<file path="config.mk">
export PLATFORM = sky130hd
export DESIGN_NAME = i2c_gc_target
export DESIGN_NICKNAME = d
export VERILOG_FILES = /design/src/rtl/i2c_gc_pkg.sv /design/src/rtl/i2c_gc_sync.sv /design/src/rtl/i2c_gc_regfile.sv /design/src/rtl/i2c_gc_decode.sv /design/src/rtl/i2c_gc_target.sv
export SDC_FILE = /design/constraint.sdc
export NUM_CORES = 1
export LEC_CHECK = 0
export CAP_MARGIN = 20
export CORE_MARGIN = 2
export CORE_UTILIZATION = 56
export DETAILED_ROUTE_END_ITERATION = 8
export PLACE_DENSITY = 0.74
export SETUP_SLACK_MARGIN = 0.1
export SLEW_MARGIN = 5
export SYNTH_ARGS = -nofsm -noshare
export SYNTH_HDL_FRONTEND = slang
export SYNTH_SLANG_ARGS = --single-unit
</file>
<file path="constraint.sdc">
create_clock -name clk_i -period 4.65 [get_ports clk_i]
set_input_delay 1.1625 -clock clk_i [delete_from_list [all_inputs] [get_ports clk_i]]
set_output_delay 1.1625 -clock clk_i [all_outputs]
set_load 0.02 [all_outputs]
</file>
<file path="src/rtl/i2c_gc_pkg.sv">
package i2c_gc_pkg;
  localparam int ADDR_W = 7;

  typedef enum logic [2:0] {
    ST_IDLE,
    ST_ADDR,
    ST_GC,
    ST_PTR,
    ST_WR,
    ST_RD,
    ST_IGNORE
  } st_e;

  localparam logic [7:0] GC_ADDR_BYTE = 8'h00;
  localparam logic [7:0] GC_CMD_LATCH = 8'h04;
  localparam logic [7:0] GC_CMD_RESET = 8'h06;
  localparam logic [4:0] HS_CODE_HI   = 5'b00001;

  function automatic logic [7:0] reg_rst_val(input int base, input int idx);
    return 8'(base + idx);
  endfunction
endpackage

</file>
<file path="src/rtl/i2c_gc_sync.sv">
module i2c_gc_sync #(
  parameter int W      = 2,
  parameter int STAGES = 2
) (
  input  logic         clk_i,
  input  logic         rst_ni,
  input  logic [W-1:0] d_i,
  output logic [W-1:0] lvl_o,
  output logic [W-1:0] rise_o,
  output logic [W-1:0] fall_o
);
  localparam int CHAIN = STAGES + 1;

  for (genvar b = 0; b < W; b++) begin : g_bit
    logic [CHAIN-1:0] chain_q;
    always_ff @(posedge clk_i or negedge rst_ni) begin
      if (!rst_ni) chain_q <= '1;  // bus idles high
      else         chain_q <= {chain_q[CHAIN-2:0], d_i[b]};
    end
    assign lvl_o[b]  = chain_q[CHAIN-2];
    assign rise_o[b] = chain_q[CHAIN-2] & ~chain_q[CHAIN-1];
    assign fall_o[b] = ~chain_q[CHAIN-2] & chain_q[CHAIN-1];
  end
endmodule

</file>
<file path="src/rtl/i2c_gc_regfile.sv">
module i2c_gc_regfile #(
  parameter int NUM_REGS = 4,
  parameter int RST_BASE = 'hA0,
  localparam int PTR_W   = $clog2(NUM_REGS)
) (
  input  logic             clk_i,
  input  logic             rst_ni,
  input  logic             clr_i,
  input  logic             we_i,
  input  logic [PTR_W-1:0] waddr_i,
  input  logic [7:0]       wdata_i,
  input  logic [PTR_W-1:0] raddr_i,
  output logic [7:0]       rdata_o
);
  logic [7:0] regs_q [NUM_REGS];

  for (genvar i = 0; i < NUM_REGS; i++) begin : g_reg
    localparam logic [7:0] RV = i2c_gc_pkg::reg_rst_val(RST_BASE, i);
    always_ff @(posedge clk_i or negedge rst_ni) begin
      if (!rst_ni)                                 regs_q[i] <= RV;
      else if (clr_i)                              regs_q[i] <= RV;
      else if (we_i && waddr_i == PTR_W'(i))       regs_q[i] <= wdata_i;
    end
  end

  assign rdata_o = regs_q[raddr_i];
endmodule

</file>
<file path="src/rtl/i2c_gc_decode.sv">
module i2c_gc_decode
  import i2c_gc_pkg::*;
(
  input  st_e               st_i,
  input  logic [7:0]        byte_i,
  input  logic [ADDR_W-1:0] own_i,
  output logic              ack_o,
  output st_e               nxt_o,
  output logic              hs_set_o,
  output logic              ptr_ld_o,
  output logic              wr_o,
  output logic              rd_adv_o,
  output logic              latch_o,
  output logic              soft_rst_o
);
  always_comb begin
    ack_o      = 1'b0;
    nxt_o      = ST_IGNORE;
    hs_set_o   = 1'b0;
    ptr_ld_o   = 1'b0;
    wr_o       = 1'b0;
    rd_adv_o   = 1'b0;
    latch_o    = 1'b0;
    soft_rst_o = 1'b0;
    unique case (st_i)
      ST_ADDR: begin
        if (byte_i[7:3] == HS_CODE_HI) begin
          hs_set_o = 1'b1;  // master code: never acknowledged
        end else if (byte_i == GC_ADDR_BYTE) begin
          ack_o = 1'b1;
          nxt_o = ST_GC;
        end else if (byte_i[7:1] == own_i) begin
          ack_o = 1'b1;
          nxt_o = byte_i[0] ? ST_RD : ST_PTR;
        end
      end
      ST_GC: begin
        ack_o      = 1'b1;
        nxt_o      = ST_GC;
        latch_o    = (byte_i == GC_CMD_LATCH) || (byte_i == GC_CMD_RESET);
        soft_rst_o = (byte_i == GC_CMD_RESET);
      end
      ST_PTR: begin
        ack_o    = 1'b1;
        nxt_o    = ST_WR;
        ptr_ld_o = 1'b1;
      end
      ST_WR: begin
        ack_o = 1'b1;
        nxt_o = ST_WR;
        wr_o  = 1'b1;
      end
      ST_RD: begin
        nxt_o    = ST_RD;
        rd_adv_o = 1'b1;
      end
      default: nxt_o = ST_IGNORE;
    endcase
  end
endmodule

</file>
<file path="src/rtl/i2c_gc_target.sv">
module i2c_gc_target
  import i2c_gc_pkg::*;
#(
  parameter int NUM_REGS = 4,
  parameter int RST_BASE = 'hA0,
  parameter int SYNC_STG = 2
) (
  input  logic              clk_i,
  input  logic              rst_ni,
  input  logic              scl_i,
  input  logic              sda_i,
  input  logic [ADDR_W-1:0] addr_pins_i,
  output logic              sda_oe_o,
  output logic              hs_mode_o
);
  localparam int PTR_W = $clog2(NUM_REGS);
  localparam logic [3:0] BIT_LAST = 4'd8;
  localparam logic [3:0] BIT_ACK  = 4'd9;

  logic [1:0] lvl, rise, fall;
  logic scl_lvl, sda_lvl, scl_rise, scl_fall, start_det, stop_det;

  i2c_gc_sync #(.W(2), .STAGES(SYNC_STG)) u_sync (
    .clk_i  (clk_i),
    .rst_ni (rst_ni),
    .d_i    ({sda_i, scl_i}),
    .lvl_o  (lvl),
    .rise_o (rise),
    .fall_o (fall)
  );

  assign scl_lvl   = lvl[0];
  assign sda_lvl   = lvl[1];
  assign scl_rise  = rise[0];
  assign scl_fall  = fall[0];
  assign start_det = scl_lvl & ~scl_rise & fall[1];
  assign stop_det  = scl_lvl & ~scl_rise & rise[1];

  st_e               st_q, nxt_q, dec_nxt;
  logic [3:0]        cnt_q;
  logic [7:0]        sh_q, tx_q;
  logic              oe_q, hs_q;
  logic [PTR_W-1:0]  ptr_q, ptr_inc;
  logic [ADDR_W-1:0] own_q;
  logic              own_load_q;
  logic [7:0]        rd_data;
  logic              active, ev_byte;
  logic dec_ack, dec_hs, dec_ptr_ld, dec_wr, dec_rd_adv, dec_latch, dec_soft_rst;

  assign active  = (st_q != ST_IDLE) && (st_q != ST_IGNORE);
  assign ev_byte = active && scl_fall && (cnt_q == BIT_LAST) && !start_det && !stop_det;

  i2c_gc_decode u_dec (
    .st_i       (st_q),
    .byte_i     (sh_q),
    .own_i      (own_q),
    .ack_o      (dec_ack),
    .nxt_o      (dec_nxt),
    .hs_set_o   (dec_hs),
    .ptr_ld_o   (dec_ptr_ld),
    .wr_o       (dec_wr),
    .rd_adv_o   (dec_rd_adv),
    .latch_o    (dec_latch),
    .soft_rst_o (dec_soft_rst)
  );

  i2c_gc_regfile #(.NUM_REGS(NUM_REGS), .RST_BASE(RST_BASE)) u_regs (
    .clk_i   (clk_i),
    .rst_ni  (rst_ni),
    .clr_i   (ev_byte & dec_soft_rst),
    .we_i    (ev_byte & dec_wr),
    .waddr_i (ptr_q),
    .wdata_i (sh_q),
    .raddr_i (ptr_q),
    .rdata_o (rd_data)
  );

  assign ptr_inc = (ptr_q == PTR_W'(NUM_REGS - 1)) ? '0 : ptr_q + 1'b1;

  always_ff @(posedge clk_i or negedge rst_ni) begin
    if (!rst_ni) begin
      ptr_q <= '0;
    end else if (ev_byte) begin
      if (dec_soft_rst)                 ptr_q <= '0;
      else if (dec_ptr_ld)              ptr_q <= sh_q[PTR_W-1:0];
      else if (dec_wr || dec_rd_adv)    ptr_q <= ptr_inc;
    end
  end

  // own address: captured on the first clock after reset, then only on command
  always_ff @(posedge clk_i or negedge rst_ni) begin
    if (!rst_ni) begin
      own_q      <= '0;
      own_load_q <= 1'b1;
    end else begin
      own_load_q <= 1'b0;
      if (own_load_q || (ev_byte && dec_latch)) own_q <= addr_pins_i;
    end
  end

  always_ff @(posedge clk_i or negedge rst_ni) begin
    if (!rst_ni) begin
      st_q  <= ST_IDLE;
      nxt_q <= ST_IDLE;
      cnt_q <= '0;
      sh_q  <= '0;
      tx_q  <= '1;
      oe_q  <= 1'b0;
      hs_q  <= 1'b0;
    end else if (start_det) begin
      st_q  <= ST_ADDR;
      cnt_q <= '0;
      oe_q  <= 1'b0;
    end else if (stop_det) begin
      st_q  <= ST_IDLE;
      cnt_q <= '0;
      oe_q  <= 1'b0;
      hs_q  <= 1'b0;
    end else if (active) begin
      if (scl_rise) begin
        if (cnt_q < BIT_LAST) sh_q <= {sh_q[6:0], sda_lvl};
        if (cnt_q < BIT_ACK)  cnt_q <= cnt_q + 1'b1;
        // master NACK on a read byte
        if (cnt_q == BIT_LAST && st_q == ST_RD && sda_lvl) nxt_q <= ST_IGNORE;
      end else if (scl_fall) begin
        if (cnt_q == BIT_LAST) begin
          oe_q  <= dec_ack;
          nxt_q <= dec_nxt;
          if (dec_hs) hs_q <= 1'b1;
        end else if (cnt_q == BIT_ACK) begin
          cnt_q <= '0;
          st_q  <= nxt_q;
          if (nxt_q == ST_RD) begin
            oe_q <= ~rd_data[7];
            tx_q <= {rd_data[6:0], 1'b1};
          end else begin
            oe_q <= 1'b0;
          end
        end else if (st_q == ST_RD && cnt_q != '0) begin
          oe_q <= ~tx_q[7];
          tx_q <= {tx_q[6:0], 1'b1};
        end
      end
    end
  end

  assign sda_oe_o  = oe_q;
  assign hs_mode_o = hs_q;
endmodule

</file>
==> impl_metrics.toml, run 1 <==
[logic_synthesis]
postSynthAreaPerCell_um2 = 11.7
synth_nets = 359
ys_warn_count = 0
yosysSeqAreaShare_pct = 48.3
synth_edf_count = 0
ys_ff_latch = 75
netlist_area_mm2 = 0.00396
ys.flop_type = "dfrtp_1"
synth_cell_types = 58
synth-async-reset-ratio_pct = 100
synthCells = 337

[power]
peakVddDrop_v = 0.000251
p_leak_nw = 1.87
power.total_mw = 1.29
power_density_mw_per_mm2 = 301

[routing]
vias = 2604
firstDrtPassIters = 4
detail-route-antenna-nets = 0
drc = 0
routedWlPerCell_um = 17.3
drt_wl_total_um = 7620
drt_iter0_markers = 181
via_per_inst = 5.90

[floorplanning]
dieHeight_um = 88.1
die_x_um = 88.1
num_io_pins = 13
core-area_mm2 = 0.00683
rows = 30
design.die.area_mm2 = 0.00775
start_util_pct = 57.9

[sta]
clock.fmax_ghz = 0.385
period_share_pct = 55.9
slew_viol_final = 0
rsz0062_at_grt = "no"
finClkSkew_ns = 0.0117
setup_tns_ns = 0
min_period_ns = 2.60
hold_slack_ns = 0.357
final-hold-violation-count = 0
slew_headroom_pct = 28.1
worst_pin_slew_ns = 1.07
setup_viol = 0

[finish]
antenna_cells = 0
area_growth_syn_to_layout_pct = 8.10
nets = 362
n_fill_cell = 556
final_cell_mix = "dfrtp_1 (49), nand2_1 (28), mux2_2 (27)"
design_area_mm2 = 0.00428
final_cell_count_no_fill = 441
final_common_cell = "dfrtp_1"
final_layout_size_suffix_gt1_share_pct = 26.7

[cts]
clk_pin_slew_worst_paths_ns = 0.08
cts_buffers = 9
clockBufferDepth = 2
clk_latency_ns = 0.34
cts_root_buf = "clkbuf_8"
cts_resized = 0
cts.sinks = 75
cts_tree = "built"
cts_setup_buffers = 0
cts.htree.levels = 3
cts_hold_buf = 0

[global_route]
grt_pass1_vias = 2552
grt_overflow = 0
grt_max_degree = 76
antenna_found_initial = 0
grt_pass1_wl_um = 12800
grt_usage_pct = 21.7

[worst_hold_path]
hp-class = "flop to flop"

[setup_path]
critical_path_required_ns = 4.88
critical_path_class = "flop to flop"
start_kind = "flop"
worst_setup_path_end_kind = "flop"
worstPathArrival_ns = 2.83
crit_fanout = 15

[placed_design]
placement.cell_area_mm2 = 0.00408
gp_congestion = 0.872
dp_hpwl_um = 5380
dp.cells = 425
io_buffer_count = 12

[flow_run]
maxCapViolCount = 0

[run_status]
status = "completed"
critical path: stages, from the launching register on:
cell	delay, ns
dfrtp_1	0.56
nor4bb_1	0.42
nand4_1	0.19
nor4_2	0.84
nor2_1	0.25
a22o_1	0.25
logic make-up after synthesis:
logic type	share of synthesized area, %
simple gates	15.1
flops	48.3
fa+ha+maj	3.48
other cells	0.0948
buf+inv	4.05
mux	16.5
xor+xnor	2.21
compound gates	10.2
path summary, 6_finish.rpt:
check,from,end,slack (ns),cells after the start
worst max-delay path,st_q[0]$_DFFE_PN0P_,u_regs.regs_q[27]$_DFFE_PN0P_,2.05,5
worst min-delay path,u_sync.g_bit[0].chain_q[0]$_DFF_PN1_,u_sync.g_bit[0].chain_q[1]$_DFF_PN1_,0.36,0
worst max register to register,st_q[0]$_DFFE_PN0P_,u_regs.regs_q[27]$_DFFE_PN0P_,2.05,5
worst min register to register,u_sync.g_bit[0].chain_q[0]$_DFF_PN1_,u_sync.g_bit[0].chain_q[1]$_DFF_PN1_,0.36,0
max in group asynchronous,rst_ni,u_regs.regs_q[18]$_DFFE_PN0P_,3.13,1
min in group asynchronous,rst_ni,st_q[2]$_DFFE_PN0P_,0.96,1
where the power goes:
part / internal [mW] / leakage, nW / switching [mW]
Combinational: 0.0426 / 0.848 / 0.0534
Sequential: 0.672 / 0.935 / 0.0251
Clock: 0.251 / 0.0901 / 0.243
Total: 0.966 / 1.87 / 0.322
stage by stage:
stage	util [%]	setup slack (ns)
floorplan	-	2.53
global placement	59.8	2.15
detailed placement	59.8	2.07
CTS	62.6	2.04
global route	62.6	1.78
finish	62.6	2.05
state kept, by name, summed over array words and instances, names as in the netlist, 2 cells and up:
signal,cells
u_sync.g_bit.chain_q,6
own_q,7
cnt_q,4
nxt_q,3
ptr_q,2
u_regs.regs_q,32
st_q,3
tx_q,7
sh_q,8
cell usage after synthesis (all sizes together), types with 2 or more instances:
| cell | instances | area, µm² |
|---|---|---|
| nor4 | 3 | 31.3 |
| nand2 | 28 | 105 |
| a21oi | 12 | 63.8 |
| nand2b | 4 | 25.0 |
| a31oi | 4 | 25.0 |
| dfrtp | 49 | 1230 |
| nor3 | 7 | 51.3 |
| xnor2 | 5 | 43.8 |
| nand3b | 3 | 51.3 |
| o22ai | 2 | 12.5 |
| a31o | 2 | 17.5 |
| clkbuf | 7 | 26.3 |
| nand3 | 9 | 45.0 |
| inv | 13 | 48.8 |
| o21a | 2 | 15.0 |
| xor2 | 5 | 43.8 |
| buf | 13 | 85.1 |
| a41oi | 2 | 17.5 |
| o221ai | 2 | 17.5 |
| nand4 | 2 | 12.5 |
| ha | 11 | 138 |
| nor4bb | 2 | 20.0 |
| o21ai | 3 | 18.8 |
| dfstp | 26 | 683 |
| mux4 | 8 | 180 |
| mux2i | 17 | 170 |
| nor2 | 19 | 71.3 |
| and2 | 7 | 43.8 |
| a22o | 15 | 131 |
| mux2 | 27 | 304 |
| and3 | 2 | 12.5 |
| o41ai | 2 | 17.5 |
| nor3b | 2 | 15.0 |
| or2 | 2 | 12.5 |
| and3b | 3 | 26.3 |
| nor2b | 4 | 32.5 |
final cells by class:
type	instances	area, µm²	area share [%]
clock buffers	11	131	3.07
repair buffers	12	118	2.75
inverters	13	48.8	1.14
multi-input cells	229	1890	44.1
clock inverters	5	62.6	1.46
well taps	96	120	2.81
flip-flops and latches	75	1910	44.6
routing by layer:
layer | GRT usage, % | wire length (µm)
met1 | 32.3 | 3690
met5 | 0 | 0
met2 | 33.2 | 3550
met4 | 6.61 | 102
met3 | 3.39 | 275
(Power assumes the default switching activity.)
==> inputs of run 2 (changes only) <==
--- a/config.mk
+++ b/config.mk
@@ -7,9 +7,9 @@
 export LEC_CHECK = 0
 export CAP_MARGIN = 20
 export CORE_MARGIN = 2
-export CORE_UTILIZATION = 56
+export CORE_UTILIZATION = 55
 export DETAILED_ROUTE_END_ITERATION = 8
-export PLACE_DENSITY = 0.74
+export PLACE_DENSITY = 0.76
 export SETUP_SLACK_MARGIN = 0.1
 export SLEW_MARGIN = 5
 export SYNTH_ARGS = -nofsm -noshare
==> constraint.sdc (replaced) <==
create_clock -name clk_i -period 2.2 [get_ports clk_i]
set_input_delay 0.55 -clock clk_i [delete_from_list [all_inputs] [get_ports clk_i]]
set_output_delay 0.55 -clock clk_i [all_outputs]
set_load 0.02 [all_outputs]
==> run 2 against run 1 <==
  * Global-route usage increased by 3.0 points
  * Clock skew rose by 0.0011 ns
  * Cell count rose by 9.8%
  * Die area increased by 1.7%
  * Clock power grew 110%
  * Combinational power rose to 2.8 times the previous value
  * Routed wire length grew 14%
  * Maximum frequency rose by 25%
==> impl_metrics.toml, run 2 (same netlist as run 1, synthesis figures left out) <==
[power]
power_density_mw_per_mm2 = 583
peakVddDrop_v = 0.000381
p_leak_nw = 2.13

[cts]
cts_root_buf = "clkbuf_8"
cts_buffers = 9
clk_latency_ns = 0.35
clockBufferDepth = 2
cts.sinks = 75
clk_pin_slew_worst_paths_ns = 0.08
cts_hold_buf = 0
cts.htree.levels = 3
cts_tree = "built"

[finish]
largest_reg_flops = 32
antenna_cells = 0
n_fill_cell = 470
multiInputGateArea_mm2 = 0.00203
final_cell_count_no_fill = 484
final_common_cell = "dfrtp_1"
final_cell_mix = "dfrtp_1 (45), buf_4 (39), nand2_1 (26), dfstp_2 (26), mux2_2 (21)"
nets = 405
final_layout_size_suffix_gt1_share_pct = 42.0
registers.top_by_ff_count = "u_regs.regs_q"
area_growth_syn_to_layout_pct = 20.8
reg_top3 = "u_regs.regs_q: 32 flops, sh_q: 8 flops"
seq_area_mm2 = 0.00191

[placed_design]
dp_hpwl_um = 6010
dp.cells = 457
gp_congestion = 0.867
io_buffer_count = 12

[global_route]
grt_max_degree = 41
grt_usage_pct = 24.8
antenna_found_initial = 0
grt_overflow = 0
grt_pass1_wl_um = 14700
grt_pass1_vias = 2933

[routing]
vias = 2853
drt_wl_total_um = 8650
drc = 0
drt_iter0_markers = 170
routedWlPerCell_um = 17.9
via_per_inst = 5.89
detail-route-antenna-nets = 0
firstDrtPassIters = 4

[sta]
slew_viol_final = 0
min_period_ns = 2.09
final-hold-violation-count = 0
rsz0062_at_grt = "yes"
slew_headroom_pct = 65.8
worst_pin_slew_ns = 0.513
clock.fmax_ghz = 0.480
hold_slack_ns = 0.173
finClkSkew_ns = 0.0127
setup_tns_ns = 0
period_share_pct = 94.8
setup_viol = 0

[floorplanning]
design.die.area_mm2 = 0.00789
core-area_mm2 = 0.00687
num_io_pins = 13
dieHeight_um = 88.8
rows = 30
start_util_pct = 57.6
die_x_um = 88.8

[worst_hold_path]
hp-class = "primary input to asynchronous set/reset pin"

[flow_run]
maxCapViolCount = 0

[setup_path]
path_cells = "ha_4 > buf_4 > nand3b_4 > nor2_2 > or4_4 > nor3_4 > buf_6 > mux2_4"
max_stage_delay_ns = 0.49
critical_path_class = "flop to flop"
start_kind = "flop"
critical_path_required_ns = 2.47
critical_path.top_delay_family = "simple AND/OR/NAND/NOR gates"
worst_setup_path_end_kind = "flop"
worstPathArrival_ns = 2.35
crit_slowest_cell = "or4_4"
crit_fanout = 4
cp_num_buf_inv = 2

[run_status]
status = "completed"
## run 2: changes by cell type in the layout (fill, tap and decap cells not counted), moves of 3 or more
cell and delta:
mux2_4 +6, dfrtp_1 -4, buf_4 +38, mux2_2 -6, and2_1 -3, buf_6 +3, ha_1 -4, dfrtp_2 +4
## run 2: worst reg2reg max path, stage by stage (launching register included)
cell and delay [ns]:
dfrtp_2 0.45, ha_4 0.18, buf_4 0.14, nand3b_4 0.08, nor2_2 0.05, or4_4 0.49
nor3_4 0.17, buf_6 0.15, mux2_4 0.30
## run 2: where the power goes
part,total (mW),switching [mW],internal (mW)
clock,1.04,0.516,0.526
combinational,0.272,0.139,0.133
sequential,1.47,0.0497,1.42
## run 2: worst paths after layout
path,depth (start not counted),slack [ns],startpoint,to
max in group asynchronous,2,1.38,rst_ni,tx_q[4]$_DFFE_PN1P_
min in group clk_i,0,0.36,u_sync.g_bit[1].chain_q[0]$_DFF_PN1_,u_sync.g_bit[1].chain_q[1]$_DFF_PN1_
hold reg to reg,0,0.36,u_sync.g_bit[1].chain_q[0]$_DFF_PN1_,u_sync.g_bit[1].chain_q[1]$_DFF_PN1_
setup / recovery,8,0.11,cnt_q[0]$_DFFE_PN0P_,tx_q[3]$_DFFE_PN1P_
hold / removal,1,0.17,rst_ni,st_q[2]$_DFFE_PN0P_
setup reg to reg,8,0.11,cnt_q[0]$_DFFE_PN0P_,tx_q[3]$_DFFE_PN1P_
## run 2: final cells by class
cell class / count / area share [%]
flip-flops and latches: 75 / 40.0
multi-input cells: 229 / 42.4
clock buffers: 10 / 2.67
inverters: 13 / 1.02
repair buffers: 55 / 9.97
clock inverters: 6 / 1.36
well taps: 96 / 2.51
## run 2: through the flow
step	utilization [%]	total power, mW	setup WS [ns]	cell area [µm²]
final	69.6	2.79	0.115	4780
after detailed placement	63.2	1.73	0.0156	4340
after floorplan	-	1.61	0.125	3960
after CTS	67.9	2.78	0.0825	4670
after global routing	69.6	2.89	0.0540	4780
after global placement	63.2	1.72	0.0956	4340
## run 2: metal layers
layer / vias to the layer above / part of all wire [%] / wire [µm] / global-route usage, %
li1: 1313 / - / - / -
met1: 1439 / 45 / 3870 / 34.5
met2: 79 / 48 / 4150 / 37.9
met3: 22 / 4.4 / 383 / 4.10
met4: 0 / 2.9 / 251 / 11.8
met5: - / 0 / 0 / 0
## run 2: what timing repair did
| item | 4_1_cts | 5_1_grt |
|---|---|---|
| resized for setup | 14 | 25 |
| setup buffers | 9 | 2 |
| endpoints found under the setup margin | 6 | 56 |
| cloned | 0 | 0 |
| pin swaps | 4 | 6 |
==> inputs of run 3 (changes only) <==
--- a/config.mk
+++ b/config.mk
@@ -7,9 +7,10 @@
 export LEC_CHECK = 0
 export CAP_MARGIN = 20
 export CORE_MARGIN = 2
-export CORE_UTILIZATION = 55
+export CORE_UTILIZATION = 56
 export DETAILED_ROUTE_END_ITERATION = 8
-export PLACE_DENSITY = 0.76
+export DONT_BUFFER_PORTS = 1
+export PLACE_DENSITY = 0.71
 export SETUP_SLACK_MARGIN = 0.1
 export SLEW_MARGIN = 5
 export SYNTH_ARGS = -nofsm -noshare
==> constraint.sdc (replaced) <==
create_clock -name clk_i -period 2.3 [get_ports clk_i]
set_input_delay 0.575 -clock clk_i [delete_from_list [all_inputs] [get_ports clk_i]]
set_output_delay 0.575 -clock clk_i [all_outputs]
set_load 0.02 [all_outputs]
==> run 3 against run 2 <==
  * Count of clock-buffer cells in the layout shrank 1
  * Sequential power fell by 4%
  * Clock power down 6%
  * Routed wire length is 5.5% lower
  * First-iteration DRC count grew 1.2%
  * Highest routed layer unchanged
==> impl_metrics.toml, run 3 (same netlist as run 1, synthesis figures left out) <==
[run_status]
status = "completed"

[routing]
drc = 0
via_per_inst = 5.92
firstDrtPassIters = 4
routedWlPerCell_um = 18.0
drt_wl_total_um = 8180
detail-route-antenna-nets = 0
vias = 2693
drt_iter0_markers = 172

[setup_path]
r2r-start = "cnt_q[0]$_DFFE_PN0P_"
worstPathArrival_ns = 2.39
crit_fanout = 7
worst-r2r-setup-slack_ns = 0.19
r2r_end = "tx_q[2]$_DFFE_PN1P_"
start_kind = "flop"
r2r_cells = 9
worst_setup_path_end_kind = "flop"
critical_path_required_ns = 2.58
critical_path_class = "flop to flop"

[cts]
clockBufferDepth = 2
cts_tree = "built"
cts_buffers = 9
clk_latency_ns = 0.36
cts_root_buf = "clkbuf_8"
cts.sinks = 75
clk_pin_slew_worst_paths_ns = 0.10
cts.htree.levels = 3

[global_route]
antenna_found_initial = 0
grt_max_degree = 50
grt_overflow = 0
grt_pass1_wl_um = 13800
grt_usage_pct = 23.7
grt_pass1_vias = 2776

[sta]
period_share_pct = 91.9
layout_setup_ws_ns = 0.187
setup_viol = 0
min_period_ns = 2.11
finClkSkew_ns = 0.0189
rsz0062_at_grt = "yes"
final-hold-violation-count = 0
slew_viol_final = 0
setup_tns_ns = 0
clock.fmax_ghz = 0.473

[floorplanning]
die_x_um = 88.1
rows = 30
core-area_mm2 = 0.00683
dieHeight_um = 88.1
design.die.area_mm2 = 0.00775
num_io_pins = 13
start_util_pct = 57.9

[placed_design]
placement.cell_area_mm2 = 0.00414
dp_hpwl_um = 5790
gp_congestion = 0.898
dp_slack_ns = 0.00953
io_buffer_count = 0

[finish]
final_layout_size_suffix_gt1_share_pct = 35.4
reg_top3 = "u_regs.regs_q: 32 flops, sh_q: 8 flops"
design_area_mm2 = 0.00442
final_common_cell = "dfrtp_1"
largest_reg_flops = 32
antenna_cells = 0
nets = 376
area_growth_syn_to_layout_pct = 11.8
n_fill_cell = 555
final_cell_mix = "dfrtp_1 (49), nand2_1 (28), mux2_2 (26), dfstp_2 (26), buf_4 (23)"
registers.top_by_ff_count = "u_regs.regs_q"

[power]
power.internal_mw = 1.86
clkPwrFrac_pct = 37.9
p_leak_nw = 1.99
p_sw_share_pct = 27.8
power_density_mw_per_mm2 = 583
peakVddDrop_v = 0.000415
combPwrFrac_pct = 7.3
p_sw_uw = 718
seqPwrFrac_pct = 54.8

[worst_hold_path]
hp-class = "primary input to asynchronous set/reset pin"

[flow_run]
maxCapViolCount = 0
## run 3: changes by cell type in the layout (fill, tap and decap cells not counted), sizes merged
| cell | previous run | this run |
|---|---|---|
| clkbuf | 10 | 9 |
| clkdlybuf4s50 | 11 | 0 |
| inv | 14 | 16 |
| bufinv | 1 | 0 |
| buf | 44 | 26 |
## run 3: layer usage
| metal | track usage [%] | wire, µm |
|---|---|---|
| met5 | 0 | 0 |
| met4 | 8.68 | 155 |
| met3 | 5.28 | 297 |
| met2 | 37.6 | 4000 |
| met1 | 32.2 | 3730 |
## run 3: worst max path at each step
stage	start	to	slack, ns	cells after the start
after detailed placement	cnt_q[0]$_DFFE_PN0P_	tx_q[7]$_DFFE_PN1P_	0.01	7
after CTS	cnt_q[0]$_DFFE_PN0P_	tx_q[7]$_DFFE_PN1P_	0.10	8
after global placement	cnt_q[0]$_DFFE_PN0P_	tx_q[4]$_DFFE_PN1P_	0.09	7
final	cnt_q[0]$_DFFE_PN0P_	tx_q[2]$_DFFE_PN1P_	0.19	9
after floorplan	cnt_q[0]$_DFFE_PN0P_	tx_q[2]$_DFFE_PN1P_	0.18	7
after global routing	u_sync.g_bit[0].chain_q[1]$_DFF_PN1_	cnt_q[2]$_DFFE_PN0P_	0.1	7
## run 3: final cells by class
type                            count  area (µm²)  share of cell area (%)
Multi-Input combinational cell    229        1920                    43.4
Clock inverter                      7        70.1                    1.58
Clock buffer                        9         124                    2.80
Timing Repair Buffer               26         231                    5.23
Inverter                           13        48.8                    1.10
Tap cell                           96         120                    2.71
Sequential cell                    75        1910                    43.2
## run 3: critical path: stages, from the launching register on
cell and delay, ns:
dfrtp_1 0.40, buf_4 0.15, ha_2 0.18, buf_4 0.14
nand3b_4 0.07, nor2_1 0.05, or4_4 0.42, nor3_4 0.14
buf_6 0.15, mux2_2 0.34
## run 3: timing repair
item / in CTS / in global routing
hold buffers: 1 / 0
hold endpoints to repair: 49 / 0
pin swaps: 1 / 1
gates resized for setup: 1 / 10
setup buffers: 2 / 1
setup endpoints to repair: 6 / 38
## run 3: power groups by stage
| stage | Combinational, mW | Sequential (mW) | Clock (mW) |
|---|---|---|---|
| global placement | 0.148 | 1.44 | 0 |
| finish | 0.188 | 1.41 | 0.976 |
| global route | 0.211 | 1.42 | 1.05 |
| CTS | 0.178 | 1.41 | 0.998 |
| detailed placement | 0.154 | 1.44 | 0 |
| floorplan | 0.135 | 1.41 | 0 |
## run 3: per-stage QoR
step	instances	hold slack [ns]	utilization (%)	power (mW)
floorplan	337	0.279	-	1.54
global placement	435	0.281	60.6	1.58
detailed placement	435	0.281	60.6	1.59
CTS	454	0.0413	64.1	2.59
global route	455	0.0368	64.8	2.68
finish	455	0.0549	64.8	2.58
